===== src/rtl/mbt_pkg.sv =====
package mbt_pkg;
  typedef enum logic [1:0] {
    OP_LOOKUP     = 2'd0,
    OP_INS_REMOTE = 2'd1,
    OP_INS_LOCAL  = 2'd2,
    OP_INVAL      = 2'd3
  } mbt_op_e;
endpackage


===== src/rtl/mbt_victim.sv =====
// Victim choice: lowest invalid way, else the oldest remote way.
module mbt_victim #(
  parameter int WAYS  = 4,
  parameter int AGE_W = 2
) (
  input  logic [WAYS-1:0]            valid,
  input  logic [WAYS-1:0]            loc_e,
  input  logic [WAYS-1:0][AGE_W-1:0] age,
  output logic                       found,
  output logic [AGE_W-1:0]           way
);
  logic             inv_found, rem_found;
  logic [AGE_W-1:0] inv_way, rem_way, rem_age;

  always_comb begin
    inv_found = 1'b0;
    inv_way   = '0;
    for (int w = WAYS - 1; w >= 0; w--) begin
      if (!valid[w]) begin
        inv_found = 1'b1;
        inv_way   = AGE_W'(w);
      end
    end
    rem_found = 1'b0;
    rem_way   = '0;
    rem_age   = '0;
    for (int w = 0; w < WAYS; w++) begin
      if (valid[w] && !loc_e[w] && (!rem_found || age[w] > rem_age)) begin
        rem_found = 1'b1;
        rem_way   = AGE_W'(w);
        rem_age   = age[w];
      end
    end
    found = inv_found | rem_found;
    way   = inv_found ? inv_way : rem_way;
  end
endmodule


===== src/rtl/mbt_lru_update.sv =====
// Age update: touched way becomes 0, younger ways age by one.
module mbt_lru_update #(
  parameter int WAYS  = 4,
  parameter int AGE_W = 2
) (
  input  logic [WAYS-1:0][AGE_W-1:0] age_in,
  input  logic [AGE_W-1:0]           touch,
  output logic [WAYS-1:0][AGE_W-1:0] age_out
);
  for (genvar w = 0; w < WAYS; w++) begin : g_age
    assign age_out[w] = (AGE_W'(w) == touch) ? '0 :
                        (age_in[w] < age_in[touch]) ? age_in[w] + 1'b1 : age_in[w];
  end
endmodule


===== src/rtl/mbt_table.sv =====
module mbt_table
  import mbt_pkg::*;
#(
  parameter int ADDR_W = 16,
  parameter int SETS   = 16,
  parameter int WAYS   = 4,
  parameter int TILES  = 16
) (
  input  logic                          clk,
  input  logic                          rst,
  input  logic                          req_valid,
  input  logic [1:0]                    req_op,
  input  logic [ADDR_W-1:0]             req_addr,
  input  logic [$clog2(TILES)-1:0]      req_host,
  input  logic [$clog2(TILES)-1:0]      req_src,
  output logic                          rsp_valid,
  output logic                          rsp_hit,
  output logic                          rsp_local,
  output logic [$clog2(TILES)-1:0]      rsp_host,
  output logic                          rsp_reject,
  output logic                          ntf_valid,
  output logic                          ntf_inval,
  output logic [ADDR_W-1:0]             ntf_addr,
  output logic [TILES-1:0]              ntf_mask,
  output logic [$clog2(TILES)-1:0]      ntf_host
);
  localparam int SET_W  = $clog2(SETS);
  localparam int TAG_W  = ADDR_W - SET_W;
  localparam int AGE_W  = $clog2(WAYS);
  localparam int HOST_W = $clog2(TILES);

  // Storage
  logic [WAYS-1:0]            v_q   [SETS];
  logic [WAYS-1:0]            l_q   [SETS];
  logic [WAYS-1:0][AGE_W-1:0] age_q [SETS];
  logic [TAG_W-1:0]           tag_q [SETS][WAYS];
  logic [HOST_W-1:0]          host_q[SETS][WAYS];
  logic [TILES-1:0]           mask_q[SETS][WAYS];

  logic [SET_W-1:0] set_i;
  logic [TAG_W-1:0] tag_i;
  mbt_op_e          op;
  assign set_i = req_addr[SET_W-1:0];
  assign tag_i = req_addr[ADDR_W-1:SET_W];
  assign op    = mbt_op_e'(req_op);

  // Set read and tag compare
  logic [WAYS-1:0]            hit_vec, loc_rd;
  logic [WAYS-1:0][AGE_W-1:0] age_rd, age_new;
  for (genvar w = 0; w < WAYS; w++) begin : g_cmp
    assign hit_vec[w] = v_q[set_i][w] && (tag_q[set_i][w] == tag_i);
    assign loc_rd[w]  = l_q[set_i][w];
    assign age_rd[w]  = age_q[set_i][w];
  end

  logic             hit_any;
  logic [AGE_W-1:0] hit_way;
  always_comb begin
    hit_any = 1'b0;
    hit_way = '0;
    for (int w = 0; w < WAYS; w++) begin
      if (hit_vec[w]) begin
        hit_any = 1'b1;
        hit_way = AGE_W'(w);
      end
    end
  end

  logic [HOST_W-1:0] hit_host;
  logic [TILES-1:0]  hit_mask;
  logic              hit_loc;
  assign hit_host = host_q[set_i][hit_way];
  assign hit_mask = mask_q[set_i][hit_way];
  assign hit_loc  = loc_rd[hit_way];

  logic             vic_ok;
  logic [AGE_W-1:0] vic_way;
  mbt_victim #(.WAYS(WAYS), .AGE_W(AGE_W)) u_victim (
    .valid(v_q[set_i]), .loc_e(loc_rd), .age(age_rd),
    .found(vic_ok), .way(vic_way)
  );

  logic             touch_en;
  logic [AGE_W-1:0] touch_way;
  mbt_lru_update #(.WAYS(WAYS), .AGE_W(AGE_W)) u_lru (
    .age_in(age_rd), .touch(touch_way), .age_out(age_new)
  );

  // Decision
  logic              ent_wr, ent_valid, ent_loc, mask_wr;
  logic [AGE_W-1:0]  ent_way;
  logic [HOST_W-1:0] ent_host;
  logic [TILES-1:0]  mask_val;
  logic              o_hit, o_loc, o_rej, n_valid, n_inval;
  logic [HOST_W-1:0] o_host, n_host;
  logic [TILES-1:0]  n_mask;

  always_comb begin
    ent_wr = 1'b0; ent_valid = 1'b0; ent_loc = 1'b0; ent_way = hit_way; ent_host = req_host;
    mask_wr = 1'b0; mask_val = '0;
    touch_en = 1'b0; touch_way = hit_way;
    o_hit = hit_any; o_loc = hit_any & hit_loc; o_host = hit_any ? hit_host : '0; o_rej = 1'b0;
    n_valid = 1'b0; n_inval = 1'b0; n_mask = hit_mask; n_host = req_host;
    if (req_valid) begin
      unique case (op)
        OP_LOOKUP: begin
          if (hit_any) begin
            touch_en = 1'b1;
            if (hit_loc) begin
              mask_wr  = 1'b1;
              mask_val = hit_mask | (TILES'(1) << req_src);
            end
          end
        end
        OP_INS_REMOTE, OP_INS_LOCAL: begin
          if (hit_any) begin
            if (op == OP_INS_REMOTE && hit_loc) begin
              o_rej = 1'b1;
            end else begin
              touch_en  = 1'b1;
              ent_wr    = 1'b1;
              ent_valid = 1'b1;
              ent_loc   = (op == OP_INS_LOCAL);
              if (op == OP_INS_LOCAL && hit_loc) begin
                if (hit_host != req_host && hit_mask != '0) begin
                  n_valid  = 1'b1;
                  mask_wr  = 1'b1;
                  mask_val = '0;
                end
              end else begin
                mask_wr  = 1'b1;
                mask_val = '0;
              end
            end
          end else if (vic_ok) begin
            touch_en  = 1'b1;
            touch_way = vic_way;
            ent_wr    = 1'b1;
            ent_way   = vic_way;
            ent_valid = 1'b1;
            ent_loc   = (op == OP_INS_LOCAL);
            mask_wr   = 1'b1;
            mask_val  = '0;
          end else begin
            o_rej = 1'b1;
          end
        end
        OP_INVAL: begin
          if (hit_any) begin
            ent_wr    = 1'b1;
            ent_valid = 1'b0;
            ent_loc   = hit_loc;
            ent_host  = hit_host;
            n_host    = hit_host;
            if (hit_loc && hit_mask != '0) begin
              n_valid = 1'b1;
              n_inval = 1'b1;
            end
          end
        end
        default: ;
      endcase
    end
  end

  // State with reset: valid bits and ages
  always_ff @(posedge clk) begin
    if (rst) begin
      for (int s = 0; s < SETS; s++) begin
        v_q[s] <= '0;
        for (int w = 0; w < WAYS; w++) age_q[s][w] <= AGE_W'(w);
      end
    end else begin
      if (ent_wr)   v_q[set_i][ent_way] <= ent_valid;
      if (touch_en) age_q[set_i] <= age_new;
    end
  end

  // Payload arrays, no reset
  always_ff @(posedge clk) begin
    if (ent_wr && !rst) begin
      l_q[set_i][ent_way]    <= ent_loc;
      tag_q[set_i][ent_way]  <= tag_i;
      host_q[set_i][ent_way] <= ent_host;
    end
  end

  always_ff @(posedge clk) begin
    if (mask_wr && !rst) mask_q[set_i][ent_way] <= mask_val;
  end

  // Registered outputs
  always_ff @(posedge clk) begin
    if (rst) begin
      rsp_valid <= 1'b0; rsp_hit <= 1'b0; rsp_local <= 1'b0; rsp_host <= '0; rsp_reject <= 1'b0;
      ntf_valid <= 1'b0; ntf_inval <= 1'b0; ntf_addr <= '0; ntf_mask <= '0; ntf_host <= '0;
    end else begin
      rsp_valid  <= req_valid;
      rsp_hit    <= req_valid & o_hit;
      rsp_local  <= req_valid & o_loc;
      rsp_host   <= req_valid ? o_host : '0;
      rsp_reject <= o_rej;
      ntf_valid  <= n_valid;
      ntf_inval  <= n_valid & n_inval;
      ntf_addr   <= n_valid ? req_addr : '0;
      ntf_mask   <= n_valid ? n_mask : '0;
      ntf_host   <= n_valid ? n_host : '0;
    end
  end

  // Assertions
  function automatic logic ages_perm(input logic [WAYS-1:0][AGE_W-1:0] a);
    logic [WAYS-1:0] seen;
    seen = '0;
    for (int w = 0; w < WAYS; w++) seen[a[w]] = 1'b1;
    return &seen;
  endfunction

  p_rsp_follows_req_r1: assert property (@(posedge clk) disable iff (rst)
    req_valid |=> rsp_valid);
  p_idle_no_rsp_r1: assert property (@(posedge clk) disable iff (rst)
    !req_valid |=> !rsp_valid);
  p_single_match_r2: assert property (@(posedge clk) disable iff (rst)
    req_valid |-> $onehot0(hit_vec));
  p_ntf_mask_set_r6: assert property (@(posedge clk) disable iff (rst)
    ntf_valid |-> (ntf_mask != '0) && rsp_valid);
  p_ages_perm_r8: assert property (@(posedge clk) disable iff (rst)
    req_valid |-> ages_perm(age_rd));
  p_victim_not_local_r8: assert property (@(posedge clk) disable iff (rst)
    (req_valid && vic_ok) |-> !(v_q[set_i][vic_way] && loc_rd[vic_way]));
  p_reject_with_rsp_r9: assert property (@(posedge clk) disable iff (rst)
    rsp_reject |-> rsp_valid);
endmodule


===== config.mk =====
export PLATFORM = sky130hd
export DESIGN_NAME = mbt_table
export DESIGN_NICKNAME = d
export VERILOG_FILES = /design/src/rtl/mbt_pkg.sv /design/src/rtl/mbt_victim.sv /design/src/rtl/mbt_lru_update.sv /design/src/rtl/mbt_table.sv
export SDC_FILE = /design/constraint.sdc
export NUM_CORES = 2
export LEC_CHECK = 0
export CORE_ASPECT_RATIO = 1.75
export CORE_MARGIN = 2
export CORE_UTILIZATION = 50
export DETAILED_ROUTE_END_ITERATION = 10
export PLACE_DENSITY = 0.66
export SYNTH_ARGS = -nofsm -noshare
export SYNTH_HDL_FRONTEND = slang
export SYNTH_HIERARCHICAL = 1
export SYNTH_SLANG_ARGS = --single-unit

===== constraint.sdc =====
create_clock -name clk -period 20.5 [get_ports clk]
set_input_delay 4.1 -clock clk [delete_from_list [all_inputs] [get_ports clk]]
set_output_delay 4.1 -clock clk [all_outputs]
set_load 0.02 [all_outputs]

==> flow_metrics.tcl <==
set metrics [dict create \
    core_area_sq_um 188000 \
    die_area_sq_um 193000 \
    globalRouteTotalUtil 0.261 \
    starting_density 0.502 \
    status "finished, final reports clean" \
    hold_viol_final 0 \
    via_count 47217 \
    worstSetupEndpointType "flop" \
    detail_route.drc_violations 0 \
    synth.yosys.warnings 6 \
    clkSlewWorstSetupHoldPaths_ns 0.06 \
    hold_class "flop to flop" \
    dp_hpwl_mm 161 \
    synth.yosys.seq_area_share 0.741 \
    clockBufferDepth 4 \
    drtAntennaViolNets 0 \
    tns_ns 0 \
    area.growth.synth_to_final_pct 11.1 \
    drive_gt1_frac 0.253 \
    largest_net_degree_at_the_start_of_global_routing 141 \
    post_route_clock_period_utilization 0.601 \
    antenna_found_initial 11 \
    io_buffer_count 74 \
    grt_pass1_wl_mm 358 \
    yosys-top-cells-area "sky130_fd_sc_hd__edfxtp_1 73%, sky130_fd_sc_hd__mux4_2 14%, sky130_fd_sc_hd__mux2i_1 1.7%, sky130_fd_sc_hd__nor2_1 1.3%, sky130_fd_sc_hd__dfxtp_1 0.97%" \
    slew_headroom 0.0578 \
    fp.dieW_um 333 \
    synthCells 4652 \
    htreeDepth 4 \
    synth.avg_cell_area_sq_um 20.3 \
    tritoncts_clock_tree "yes" \
    postRouteWirelength_mm 252 \
    route.detailed.vias_per_inst 6.37 \
    gp_congestion 0.932 \
    synth_top_cell_by_area "sky130_fd_sc_hd__edfxtp_1" \
    ys_async_sr_fraction 0 \
    finish.net_count 4847 \
    setup_viol 0 \
    cts_setup_buffers 0 \
    cp_max_fo 64 \
    fmax_mhz 81.2 \
    grt_pass1_vias 48321 \
    synth_nets 4697 \
    io-pin-count 75 \
    totalPowerFinal_w 0.00959 \
    postSynth.topFlopCell "sky130_fd_sc_hd__edfxtp_1" \
    floorplan.rows 211 \
    synthDominantCellAreaShare 0.731 \
    yosys_register_bits 2350 \
    max_slew.worst_pin.slew_ns 1.40 \
    crit_path_start_kind "primary input" \
    slew_violations 0 \
    grt_overflow_total 0 \
    drt-pass1-iter-count 6 \
    post_layout_nonfiller_instances 7417 \
    setup_crit_path_kind "primary input to flop" \
    post_synth_instance_area_sq_um 94700 \
    irDropWorstVdd_mv 0.0700 \
    timing.final.crit_period_ns 12.32 \
    dp.cells 7040 \
    initialDrtViolationCount 5580 \
    power.static_leakage_nw 35.2 \
    rsz0062_at_grt "no" \
    tritoncts_num_sinks 2350 \
    cts_root_buffer "sky130_fd_sc_hd__clkbuf_16" \
    pwr_density_cell_nw_per_um2 91.2 \
    worst_ep_required_time_ns 21.10 \
    hold_buffer_count_at_cts 0 \
    cts_resized 0 \
    finalHoldWorstSlack_ns 1.18 \
    cts_inserted_buffers 209 \
    arrival_ns 12.92 \
    final_core_utilization 0.558 \
    clk_latency_ns 0.87 \
    overall_die_height_um 580 \
    post_synth_num_cell_types 99 \
    max_cap_viol_count 0 \
    num-fill-cells 14145 \
    final.setup_skew_ns 0.0459 \
    synth_enable_flop_cells 2304 \
    wl_per_cell_um 33.9 \
]
==> where the power goes <==
group	total, W	leakage (nW)	internal, W	switching (W)
sequential	0.00525	23.6	0.00524	0.00000322
combinational	0.000476	8.32	0.000165	0.000311
clock	0.00386	3.26	0.00215	0.00172
==> sequential cells by signal, indices dropped and copies added, names as in the netlist <==
register / count
ntf_inval: 1
mask_q: 1024
rsp_host: 4
ntf_host: 4
ntf_addr: 16
tag_q: 768
rsp_local: 1
ntf_valid: 1
ntf_mask: 16
age_q: 128
l_q: 64
rsp_valid: 1
rsp_hit: 1
v_q: 64
host_q: 256
rsp_reject: 1
==> stage by stage <==
stage               area, sq um  worst slack (ns)
floorplan                 94700              7.71
global placement          98500              7.42
detailed placement        98500              7.47
CTS                      105000              8.33
global route             105000              7.72
finish                   105000              8.18
==> per-layer routing <==
metal / track usage / share of wire
met5: 0 / 0.00010
met1: 0.303 / 0.34
met2: 0.464 / 0.53
met3: 0.0388 / 0.069
met4: 0.142 / 0.062
==> cells by family after synthesis <==
kind of cell | Yosys count | synth area share
muxes | 816 | 0.171
adders and majority gates | 16 | 0.00211
DFF | 2350 | 0.741
buffers and inverters | 315 | 0.0175
AOI/OAI and AO/OA | 325 | 0.0258
and+or+nand+nor | 778 | 0.0382
xor gates and xnor gates | 52 | 0.00481
==> cell usage after synthesis (11+ instances only) <==
cell and n:
sky130_fd_sc_hd__edfxtp_1 2304, sky130_fd_sc_hd__mux4_2 603, sky130_fd_sc_hd__nor2_1 331, sky130_fd_sc_hd__o21bai_1 65, sky130_fd_sc_hd__mux2_2 27, sky130_fd_sc_hd__nor3_1 11
sky130_fd_sc_hd__nand2b_1 15, sky130_fd_sc_hd__o22ai_1 11, sky130_fd_sc_hd__buf_2 99, sky130_fd_sc_hd__o21ai_0 27, sky130_fd_sc_hd__nand2_1 191, sky130_fd_sc_hd__ha_1 16
sky130_fd_sc_hd__nor3b_1 13, sky130_fd_sc_hd__nor2b_1 42, sky130_fd_sc_hd__inv_1 30, sky130_fd_sc_hd__a31oi_1 13, sky130_fd_sc_hd__buf_4 32, sky130_fd_sc_hd__a22o_1 14
sky130_fd_sc_hd__a22oi_1 35, sky130_fd_sc_hd__a21oi_1 43, sky130_fd_sc_hd__and2_1 39, sky130_fd_sc_hd__a21o_1 24, sky130_fd_sc_hd__clkbuf_1 101, sky130_fd_sc_hd__mux4_1 27
sky130_fd_sc_hd__xnor2_1 42, sky130_fd_sc_hd__dfxtp_1 46, sky130_fd_sc_hd__mux2i_1 157, sky130_fd_sc_hd__buf_1 21, sky130_fd_sc_hd__buf_6 20, sky130_fd_sc_hd__nand3_1 55
sky130_fd_sc_hd__and3_1 12
==> layout make-up <==
class	count	area [sq um]	share of cell area
Tap cell	2449	3060	0.0291
Sequential cell	2350	70100	0.667
Clock buffer	266	5680	0.0540
Clock inverter	108	947	0.00901
Multi-Input combinational cell	1987	23400	0.222
Antenna cell	3	7.51	0.0000714
Timing Repair Buffer	218	1830	0.0174
Inverter	36	143	0.00136
==> cells in the final DEF (no fill, tap or decap), types with 54 or more instances in the layout <==
cell                              netlist  layout
sky130_fd_sc_hd__mux2i_1              157     157
sky130_fd_sc_hd__mux4_2               603     603
sky130_fd_sc_hd__clkbuf_16              0     214
sky130_fd_sc_hd__nand3_1               55      54
sky130_fd_sc_hd__nand2_1              191     191
sky130_fd_sc_hd__buf_4                 32     142
sky130_fd_sc_hd__nor2_1               331     230
sky130_fd_sc_hd__nor2_2                 1      96
sky130_fd_sc_hd__edfxtp_1            2304    2304
sky130_fd_sc_hd__o21bai_1              65      65
sky130_fd_sc_hd__clkdlybuf4s50_1        0      57
==> final timing paths <==
| path | from | end | slack, ns | cells past startpoint |
|---|---|---|---|---|
| hold / removal | mask_q[11][15]$_DFFE_PP_ | ntf_mask[15]$_SDFF_PP0_ | 1.18 | 4 |
| hold reg to reg | mask_q[11][15]$_DFFE_PP_ | ntf_mask[15]$_SDFF_PP0_ | 1.18 | 4 |
| setup / recovery | req_addr[1] | mask_q[5][41]$_DFFE_PP_ | 8.18 | 16 |
| setup reg to reg | l_q[7][0]$_DFFE_PP_ | age_q[11][7]$_SDFFCE_PN1P_ | 12.57 | 29 |
==> worst max-delay path, stage by stage <==
cell	delay, ns
sky130_fd_sc_hd__buf_8	0.41
sky130_fd_sc_hd__buf_4	0.49
sky130_fd_sc_hd__buf_4	0.75
sky130_fd_sc_hd__buf_4	0.92
sky130_fd_sc_hd__nor2b_1	0.70
sky130_fd_sc_hd__buf_4	0.30
sky130_fd_sc_hd__a22oi_1	0.11
sky130_fd_sc_hd__a21oi_1	0.16
sky130_fd_sc_hd__o22ai_1	0.10
sky130_fd_sc_hd__o32a_1	0.32
sky130_fd_sc_hd__nor4b_1	0.67
sky130_fd_sc_hd__nand2_1	0.58
sky130_fd_sc_hd__mux2_2	0.48
sky130_fd_sc_hd__nand3_2	0.74
sky130_fd_sc_hd__a21oi_4	1.29
sky130_fd_sc_hd__buf_4	0.53
No activity file was read; power rests on OpenSTA's default activity.
